===== src/rtl/acc_readout_fmt_pkg.sv =====
package acc_readout_fmt_pkg;

    typedef enum logic {
        ST_IDLE = 1'b0,
        ST_EMIT = 1'b1
    } fmt_state_t;

    typedef enum logic [1:0] {
        FMT_INT       = 2'd0,
        FMT_F32_TRUNC = 2'd1,
        FMT_F32_RND   = 2'd2,
        FMT_F16_RND   = 2'd3
    } fmt_sel_t;

endpackage


===== src/rtl/acc_mode_decode.sv =====
module acc_mode_decode
    import acc_readout_fmt_pkg::*;
(
    input  logic     frac_en,
    input  logic     unsigned_sel,
    input  logic     round_en,
    output fmt_sel_t fmt
);
    always_comb begin
        if (!frac_en)
            fmt = FMT_INT;
        else if (unsigned_sel)
            fmt = FMT_F16_RND;
        else if (round_en)
            fmt = FMT_F32_RND;
        else
            fmt = FMT_F32_TRUNC;
    end
endmodule


===== src/rtl/acc_rne_round.sv =====
module acc_rne_round #(
    parameter int KEEP_W  = 32,
    parameter int GUARD_W = 8
) (
    input  logic [KEEP_W-1:0]  base,
    input  logic [GUARD_W-1:0] guard,
    output logic [KEEP_W-1:0]  rounded
);
    localparam logic [GUARD_W-1:0] HALF   = {1'b1, {(GUARD_W-1){1'b0}}};
    localparam logic [KEEP_W-1:0]  MAXPOS = {1'b0, {(KEEP_W-1){1'b1}}};
    localparam logic [KEEP_W-1:0]  ONE    = {{(KEEP_W-1){1'b0}}, 1'b1};

    logic bump;

    always_comb begin
        bump = (guard > HALF) || ((guard == HALF) && base[0]);
        if (bump && (base != MAXPOS))
            rounded = base + ONE;
        else
            rounded = base;
    end
endmodule


===== src/rtl/acc_readout_fmt.sv =====
module acc_readout_fmt
    import acc_readout_fmt_pkg::*;
#(
    parameter int ACC_W  = 48,
    parameter int EXT_W  = 8,
    parameter int WORD_W = 32,
    parameter int HALF_W = 16
) (
    input  logic              clk,
    input  logic              rst_n,
    input  logic              store_req,
    input  logic [ACC_W-1:0]  acc_in,
    input  logic              frac_en,
    input  logic              unsigned_sel,
    input  logic              round_en,
    output logic              rd_valid,
    output logic [WORD_W-1:0] rd_data
);
    localparam int FRAC_MSB = ACC_W - EXT_W - 1;
    localparam int G32_W    = ACC_W - EXT_W - WORD_W;
    localparam int G16_W    = ACC_W - EXT_W - HALF_W;

    fmt_state_t        state_q, state_d;
    fmt_sel_t          fmt;
    logic [WORD_W-1:0] word_d;
    logic [WORD_W-1:0] r32;
    logic [HALF_W-1:0] r16;
    logic              ext_unused;

    assign ext_unused = ^acc_in[ACC_W-1:FRAC_MSB+1];

    acc_mode_decode u_dec (
        .frac_en      (frac_en),
        .unsigned_sel (unsigned_sel),
        .round_en     (round_en),
        .fmt          (fmt)
    );

    acc_rne_round #(.KEEP_W(WORD_W), .GUARD_W(G32_W)) u_rnd32 (
        .base    (acc_in[FRAC_MSB:G32_W]),
        .guard   (acc_in[G32_W-1:0]),
        .rounded (r32)
    );

    acc_rne_round #(.KEEP_W(HALF_W), .GUARD_W(G16_W)) u_rnd16 (
        .base    (acc_in[FRAC_MSB:G16_W]),
        .guard   (acc_in[G16_W-1:0]),
        .rounded (r16)
    );

    always_comb begin
        unique case (fmt)
            FMT_INT:       word_d = acc_in[WORD_W-1:0];
            FMT_F32_TRUNC: word_d = acc_in[FRAC_MSB:G32_W];
            FMT_F32_RND:   word_d = r32;
            FMT_F16_RND:   word_d = {{(WORD_W-HALF_W){1'b0}}, r16};
            default:       word_d = '0;
        endcase
    end

    always_comb begin
        unique case (state_q)
            ST_IDLE: state_d = store_req ? ST_EMIT : ST_IDLE;
            ST_EMIT: state_d = store_req ? ST_EMIT : ST_IDLE;
            default: state_d = ST_IDLE;
        endcase
    end

    always_ff @(posedge clk or negedge rst_n) begin
        if (!rst_n)
            state_q <= ST_IDLE;
        else
            state_q <= state_d;
    end

    always_ff @(posedge clk or negedge rst_n) begin
        if (!rst_n)
            rd_data <= '0;
        else if (store_req)
            rd_data <= word_d;
    end

    always_comb begin
        rd_valid = (state_q == ST_EMIT);
    end
endmodule


===== config.mk =====
export PLATFORM = sky130hd
export DESIGN_NAME = acc_readout_fmt
export DESIGN_NICKNAME = d
export VERILOG_FILES = /design/src/rtl/acc_readout_fmt_pkg.sv /design/src/rtl/acc_mode_decode.sv /design/src/rtl/acc_rne_round.sv /design/src/rtl/acc_readout_fmt.sv
export SDC_FILE = /design/constraint.sdc
export NUM_CORES = 1
export LEC_CHECK = 0
export BUFFER_PORTS_ARGS = -buffer_cell sky130_fd_sc_hd__clkbuf_2
export CAP_MARGIN = 30
export CORE_MARGIN = 5
export CORE_UTILIZATION = 44
export DETAILED_ROUTE_END_ITERATION = 7
export GPL_ROUTABILITY_DRIVEN = 1
export HOLD_SLACK_MARGIN = 0.1
export PLACE_DENSITY_LB_ADDON = 0.05
export SYNTH_ARGS = -nofsm -noshare
export SYNTH_HDL_FRONTEND = slang
export SYNTH_SLANG_ARGS = --single-unit

===== constraint.sdc =====
create_clock -name clk -period 1.3 [get_ports clk]
set_clock_uncertainty 0.15 [all_clocks]
set_input_delay 0.39 -clock clk [delete_from_list [all_inputs] [get_ports clk]]
set_output_delay 0.39 -clock clk [all_outputs]
set_load 0.02 [all_outputs]

==> results.toml, run 1 <==
[status]
outcome = "complete, but fails checks"
violations = "negative setup slack"

[place]
dpl_worst_slack_ns = -1.28
dpl.hpwl_um = 11100
finalWeightedCongestion = 1.01
post-place-cells = 700
port_buffers = 78

[pwr]
leakage_uw = 0.00260
peakVddDrop_v = 0.000450
design_power_total_uw = 4210
power.density_cell_area_nw_per_um2 = 692

[worst_hold_path]
worst_hold_path_class = "in2reg"
worst_hold_path.num_cells = 5

[cells_and_area]
syn_to_layout_area_delta_pct = 83.6
antenna_cells = 0
layout-drive-gt1-share = 0.535
nNetsFinal = 698
final_cells = 742
finalCoreUtilization = 0.835

[worst_setup_path]
worst_setup_path_start_kind = "primary input"
largest_stage_delay_on_the_critical_path_ns = 0.61
timing.reg2reg.worst_path_depth = 3
worst-path-buf-inv = 2
timing_worst_setup_path_type = "in2reg"
cp.arrival_ns = 2.12
critical_path.top_delay_family = "simple AND/OR/NAND/NOR gates"
end_kind = "flip-flop"
cp_max_fo = 4
crit_slowest_cell = "sky130_fd_sc_hd__or4_4"
worst-endpoint-required_ns = 1.37
crit_chain = "buf_6, or4_4, o211ai_1, buf_4, a211oi_1, xnor2_1, nand2_1, a31oi_1"
critical_path_depth_in_cells = 8

[clock_tree]
cts_sinks = 33
ctsHtreeMaxLevel = 2
worst_setup_hold_path_clk_slew_ns = 0.09
cts_tree = "yes"
clk_latency_ns = 0.31
cts.path.max_buffers = 2
cts_root_buf = "sky130_fd_sc_hd__clkbuf_8"
cts_buffers = 5

[timing]
fin_crit_sh = 1.57
worst-slew-pin-transition_ns = 0.426
final_critical_path_setup_slack_ns = -0.745
finalSetupViolCount = 65
relative_max_transition_margin = 0.714
slew_violations = 0
finalHoldWorstSlack_ns = 0.341
max_freq_mhz = 489
rsz_0062_raised_after_global_routing = "true"
timing_hold_violations_final = 0
fin_crit_ns = 2.05

[routing]
detailroute.via_count = 4535
via_per_inst = 6.11
drt_first_pass_iters = 5
drtIter0Drc = 411
post-route-drc-count = 0
wl_per_cell_um = 21.4
post_detailed_route_count_of_antenna_violating_nets = 0
total_detailed_routing_wirelength_um = 15900

[synthesis]
yosys.area.top_type = "sky130_fd_sc_hd__dfrtp_1"
synth.ff_latch_count = 33
synth_top_area_frac = 0.249
synthFlopType = "sky130_fd_sc_hd__dfrtp_1"
synth_commonest_cells = "sky130_fd_sc_hd__o21ai_0 (47), sky130_fd_sc_hd__nand2_1 (40), sky130_fd_sc_hd__dfrtp_1 (33), sky130_fd_sc_hd__nand3_1 (31), sky130_fd_sc_hd__nor2_1 (27)"
synth_async_sr_flop_share = 1.00
synth.distinct_cells = 68
synthesis.area_um2 = 3320
netlist_instances = 431
ys_seq_area_frac = 0.249
synth.most_common_cell = "sky130_fd_sc_hd__o21ai_0"
synth-edff-count = 0
syn_avg_cell_area_um2 = 7.69
postSynthNetCount = 487
ys.warnings.count = 0
yosys-top-cells-area = "sky130_fd_sc_hd__dfrtp_1 (25%), sky130_fd_sc_hd__o21ai_0 (7.1%), sky130_fd_sc_hd__nand3_1 (4.7%)"

[job]
max_cap_violations = 0

[global_routing]
gr-total-overflow = 0
first_global_vias = 4246
global_route.usage.total = 0.303
maximum_number_of_pins_on_one_net_before_global_route_repair = 34
number_of_antenna_violations_at_the_first_check_in_global_routing = 1
grt_pass1_wl_um = 23000

[floorplanning]
num_io_pins = 87
initial_core_utilization = 0.455
height_of_the_die_um = 96.8
die_width_um = 96.8
coreArea_um2 = 7290
design.die.area_um2 = 9370
row_count = 31
## layout make-up
cell class	instances	area (um2)
Clock inverter	3	65.1
Inverter	16	60.1
Multi-Input combinational cell	344	2820
Tap cell	99	124
Fill cell	456	1200
Sequential cell	33	826
Clock buffer	5	68.8
Timing Repair Buffer	242	2130
## worst register-to-register path, delay by kind of cell, from the launching register on
kind | cells | cell delay (ns)
compound gates | 1 | 0.25
flops | 1 | 0.40
simple gates | 2 | 0.42
## per-stage QoR
step	instance area, um2	setup TNS, ns
floorplan	3410	-24.08
finish	6090	-23.52
CTS	5500	-23.58
global placement	4700	-34.11
detailed placement	4700	-34.96
global route	6090	-25.53
## flip-flops by register name, summed over array words and instances, names as in the netlist
signal and flops:
rd_data 32, rd_valid 1
## report_power, final
part	total (uW)	internal, uW	switching, uW
Combinational	1720	834	890
Clock	1250	763	488
Sequential	1240	1140	93.0
## layer usage
| layer | vias to the layer above | GRT usage | wire (um) |
|---|---|---|---|
| li1 | 2026 | - | - |
| met1 | 2141 | 0.420 | 6230 |
| met2 | 293 | 0.468 | 7390 |
| met3 | 73 | 0.0612 | 1600 |
| met4 | 2 | 0.100 | 641 |
| met5 | - | 0 | 7 |
## cells in the final DEF (no fill, tap or decap), types with 4 or more instances in the layout
| cell type | Yosys | routed |
|---|---|---|
| sky130_fd_sc_hd__nand3_2 | 1 | 4 |
| sky130_fd_sc_hd__buf_12 | 0 | 5 |
| sky130_fd_sc_hd__nand4_1 | 10 | 10 |
| sky130_fd_sc_hd__nand2b_1 | 7 | 7 |
| sky130_fd_sc_hd__nand2_1 | 40 | 39 |
| sky130_fd_sc_hd__and3_1 | 4 | 4 |
| sky130_fd_sc_hd__xnor2_1 | 17 | 9 |
| sky130_fd_sc_hd__nor4_4 | 1 | 6 |
| sky130_fd_sc_hd__nand3_1 | 31 | 27 |
| sky130_fd_sc_hd__a21oi_1 | 15 | 10 |
| sky130_fd_sc_hd__buf_8 | 0 | 10 |
| sky130_fd_sc_hd__a221oi_2 | 0 | 6 |
| sky130_fd_sc_hd__buf_4 | 7 | 138 |
| sky130_fd_sc_hd__a31oi_1 | 10 | 10 |
| sky130_fd_sc_hd__o21ai_1 | 8 | 15 |
| sky130_fd_sc_hd__nor3_1 | 17 | 9 |
| sky130_fd_sc_hd__xnor2_2 | 0 | 7 |
| sky130_fd_sc_hd__o21ai_0 | 47 | 39 |
| sky130_fd_sc_hd__nor4_2 | 0 | 5 |
| sky130_fd_sc_hd__xor2_1 | 10 | 8 |
| sky130_fd_sc_hd__nor3_2 | 0 | 5 |
| sky130_fd_sc_hd__buf_6 | 1 | 52 |
| sky130_fd_sc_hd__inv_1 | 16 | 16 |
| sky130_fd_sc_hd__clkbuf_8 | 0 | 12 |
| sky130_fd_sc_hd__or4_4 | 3 | 4 |
| sky130_fd_sc_hd__a211oi_1 | 8 | 6 |
| sky130_fd_sc_hd__nor3_4 | 1 | 4 |
| sky130_fd_sc_hd__nor2_1 | 27 | 25 |
| sky130_fd_sc_hd__nor2_4 | 0 | 7 |
| sky130_fd_sc_hd__dfrtp_1 | 33 | 33 |
| sky130_fd_sc_hd__clkbuf_2 | 0 | 27 |
## timing repair
item	CTS	global route
hold endpoints to repair	33	0
pin swaps	53	64
endpoints found under the setup margin	65	65
buffers inserted	19	16
gates resized for setup	102	158
cloned	1	0
hold buffers	1	0
## cell families after synthesis
kind of cell | Yosys count | synth area share
AO/OA/AOI/OAI | 128 | 0.257
XOR/XNOR | 27 | 0.0713
adder cells (fa/ha/maj) | 2 | 0.00755
buffers and inverters | 54 | 0.0743
flip-flops | 33 | 0.249
multiplexers | 4 | 0.0143
AND/OR/NAND/NOR | 183 | 0.326
## worst paths after layout
kind	from	endpoint	slack, ns
worst min register to register	rd_data[30]	rd_data[30]	0.38
max in group asynchronous	rst_n	rd_data[31]	0.36
worst min-delay path	acc_in[5]	rd_data[5]	0.34
worst max-delay path	acc_in[4]	rd_data[8]	-0.75
min in group asynchronous	rst_n	rd_data[20]	0.45
worst max register to register	rd_data[9]	rd_data[9]	-0.04
(Power assumes the default switching activity.)
==> inputs of run 2 (changes only) <==
--- a/config.mk
+++ b/config.mk
@@ -15,4 +15,5 @@
 export PLACE_DENSITY_LB_ADDON = 0.05
 export SYNTH_ARGS = -nofsm -noshare
 export SYNTH_HDL_FRONTEND = slang
+export SYNTH_HIERARCHICAL = 1
 export SYNTH_SLANG_ARGS = --single-unit
==> run 2 against run 1 <==
  * The run still ends with negative setup slack left
  * Final cell count decreased by 4.7%
  * Critical endpoint is now rd_data[1]
  * Sequential share of layout area unchanged
  * Flip-flop and latch count unchanged
  * Combinational power increased by 15%
  * Non-clock buffer count decreased by 21
  * Critical path depth increased by 1
==> results.toml, run 2 <==
[cells_and_area]
antenna_cells = 0
largest-register = "rd_data"
largest_register_ffs = 32
layout-drive-gt1-share = 0.560
final_cell_mix = "sky130_fd_sc_hd__buf_4 (107), sky130_fd_sc_hd__buf_6 (54), sky130_fd_sc_hd__nand2_1 (41), sky130_fd_sc_hd__dfrtp_1 (33), sky130_fd_sc_hd__mux2i_1 (28)"
nNetsFinal = 660
finalCoreUtilization = 0.788
final_common_cell = "sky130_fd_sc_hd__buf_4"
post-route-cell-area_um2 = 6090
fillerInstances = 499
syn_to_layout_area_delta_pct = 75.0

[worst_setup_path]
largest_stage_delay_on_the_critical_path_ns = 0.44
worst-endpoint-required_ns = 1.30
timing_worst_setup_path_type = "in2reg"
worst_setup_path_start_kind = "primary input"
cp_max_fo = 3
end_kind = "flip-flop"
cp.arrival_ns = 2.08
crit_chain = "clkbuf_16, ha_4, nand4b_1, or4_4, buf_6, nand3b_1, mux2_4, mux2i_1, o221ai_1"
crit_slowest_cell = "sky130_fd_sc_hd__or4_4"

[clock_tree]
clk_latency_ns = 0.28
cts_root_buf = "sky130_fd_sc_hd__clkbuf_8"
cts.path.max_buffers = 2
ctsHtreeMaxLevel = 2
cts_sinks = 33
cts_tree = "yes"
worst_setup_hold_path_clk_slew_ns = 0.07
cts_buffers = 5

[global_routing]
first_global_vias = 3844
gr-total-overflow = 0
number_of_antenna_violations_at_the_first_check_in_global_routing = 0
maximum_number_of_pins_on_one_net_before_global_route_repair = 34
grt_pass1_wl_um = 21100
global_route.usage.total = 0.271

[routing]
wl_per_cell_um = 19.6
total_detailed_routing_wirelength_um = 13800
detailroute.via_count = 4057
post-route-drc-count = 0
drtIter0Drc = 319
via_per_inst = 5.74
drt_first_pass_iters = 5
post_detailed_route_count_of_antenna_violating_nets = 0

[timing]
relative_max_transition_margin = 0.653
rsz_0062_raised_after_global_routing = "true"
worst-slew-pin-transition_ns = 0.520
fin_crit_sh = 1.60
final_critical_path_setup_slack_ns = -0.775
slew_violations = 0
finalSetupViolCount = 65
timing_hold_violations_final = 0
fin_crit_ns = 2.08
max_freq_mhz = 482

[pwr]
design_power_total_uw = 4220
peakVddDrop_v = 0.000569
power.density_cell_area_nw_per_um2 = 694
leakage_uw = 0.00268

[floorplanning]
row_count = 32
height_of_the_die_um = 98.9
initial_core_utilization = 0.450
die_width_um = 98.9
coreArea_um2 = 7730
num_io_pins = 87
design.die.area_um2 = 9780

[synthesis]
synthFlopType = "sky130_fd_sc_hd__dfrtp_1"
yosys-top-cells-area = "sky130_fd_sc_hd__dfrtp_1 (24%), sky130_fd_sc_hd__mux2i_1 (9.2%), sky130_fd_sc_hd__xnor2_1 (5.5%)"
syn_avg_cell_area_um2 = 8.81
synth.most_common_cell = "sky130_fd_sc_hd__nand2_1"
synth_commonest_cells = "sky130_fd_sc_hd__nand2_1 (45), sky130_fd_sc_hd__dfrtp_1 (33), sky130_fd_sc_hd__mux2i_1 (32), sky130_fd_sc_hd__nor2_1 (26), sky130_fd_sc_hd__xnor2_1 (22)"
ys_seq_area_frac = 0.237
synthesis.area_um2 = 3480
synth-edff-count = 0
synth.distinct_cells = 62
synth.ff_latch_count = 33
synth_async_sr_flop_share = 1.00
ys.warnings.count = 6
postSynthNetCount = 451
yosys.area.top_type = "sky130_fd_sc_hd__dfrtp_1"
netlist_instances = 395
synth_top_area_frac = 0.237

[place]
dpl.hpwl_um = 10200
port_buffers = 78
finalWeightedCongestion = 0.987
postPlaceCellArea_um2 = 4710

[worst_hold_path]
worst_hold_path_class = "in2reg"

[status]
outcome = "complete, but fails checks"
violations = "negative setup slack"

[job]
max_cap_violations = 0
-- run 2: cell types whose count changed after synthesis, moves of 15 or more --
cell | previous run | this run
sky130_fd_sc_hd__o21ai_0 | 47 | 0
sky130_fd_sc_hd__mux2i_1 | 1 | 32
sky130_fd_sc_hd__clkbuf_1 | 22 | 3
sky130_fd_sc_hd__a21oi_1 | 15 | 0
-- run 2: worst max-delay path: cells and delay by family --
family / cells / cell delay [ns]
compound gates: 1 / 0.15
mux: 2 / 0.49
buf+inv: 2 / 0.26
fa+ha+maj: 1 / 0.14
simple gates: 3 / 0.64
-- run 2: per-stage QoR --
step,hold slack [ns],setup TNS [ns],setup slack (ns),std cells
6_report,0.324,-22.88,-0.775,707
3_5_place_dp,0.213,-32.27,-1.16,645
5_1_grt,0.326,-25.37,-0.840,707
3_3_place_gp,0.211,-31.78,-1.16,645
2_1_floorplan,-0.0556,-18.28,-0.738,395
4_1_cts,0.312,-22.46,-0.744,685
-- run 2: power by group --
| part | internal, uW | switching [uW] |
|---|---|---|
| combinational | 1040 | 927 |
| sequential | 1160 | 101 |
| clock | 625 | 371 |
| total | 2820 | 1400 |
-- run 2: metal layers --
layer | track usage | routed length, um | up-vias
met1 | 0.375 | 5700 | 1937
met2 | 0.446 | 6800 | 220
met5 | 0 | 0 | -
met4 | 0.0693 | 261 | 0
li1 | - | - | 1876
met3 | 0.0361 | 1060 | 24
-- run 2: repair_timing --
item                                   in CTS  in global routing
gates resized for setup                   104                121
endpoints found under the hold margin      33                  0
setup buffers                              32                 24
setup endpoints to repair                  65                 65
hold buffers                                1                  0
pin swaps                                  51                 64
-- run 2: cells by family after synthesis --
family,count (synthesis),synth area share
AO/OA/AOI/OAI,50,0.131
flip-flops,33,0.237
buffers and inverters,37,0.0655
AND/OR/NAND/NOR,184,0.305
XOR/XNOR,39,0.0982
adder cells (fa/ha/maj),2,0.00719
multiplexers,50,0.156
-- run 2: final timing paths --
kind                               end  slack (ns)  cells after the start   startpoint
max                         rd_data[1]       -0.78                      9   acc_in[24]
min                           rd_valid        0.32                      2    store_req
max reg2reg                rd_data[22]        0.20                      4  rd_data[22]
min reg2reg                rd_data[30]        0.41                      2  rd_data[30]
max in group asynchronous  rd_data[15]        0.37                      3        rst_n
min in group asynchronous  rd_data[28]        0.45                      3        rst_n
-- run 2: area by class of cell --
class,count,area [um2],area share
repair buffers,221,2070,0.340
flip-flops and latches,33,826,0.136
well taps,102,128,0.0210
inverters,18,67.6,0.0111
clock inverters,1,30.0,0.00493
clock buffers,7,86.3,0.0142
multi-input cells,325,2880,0.473
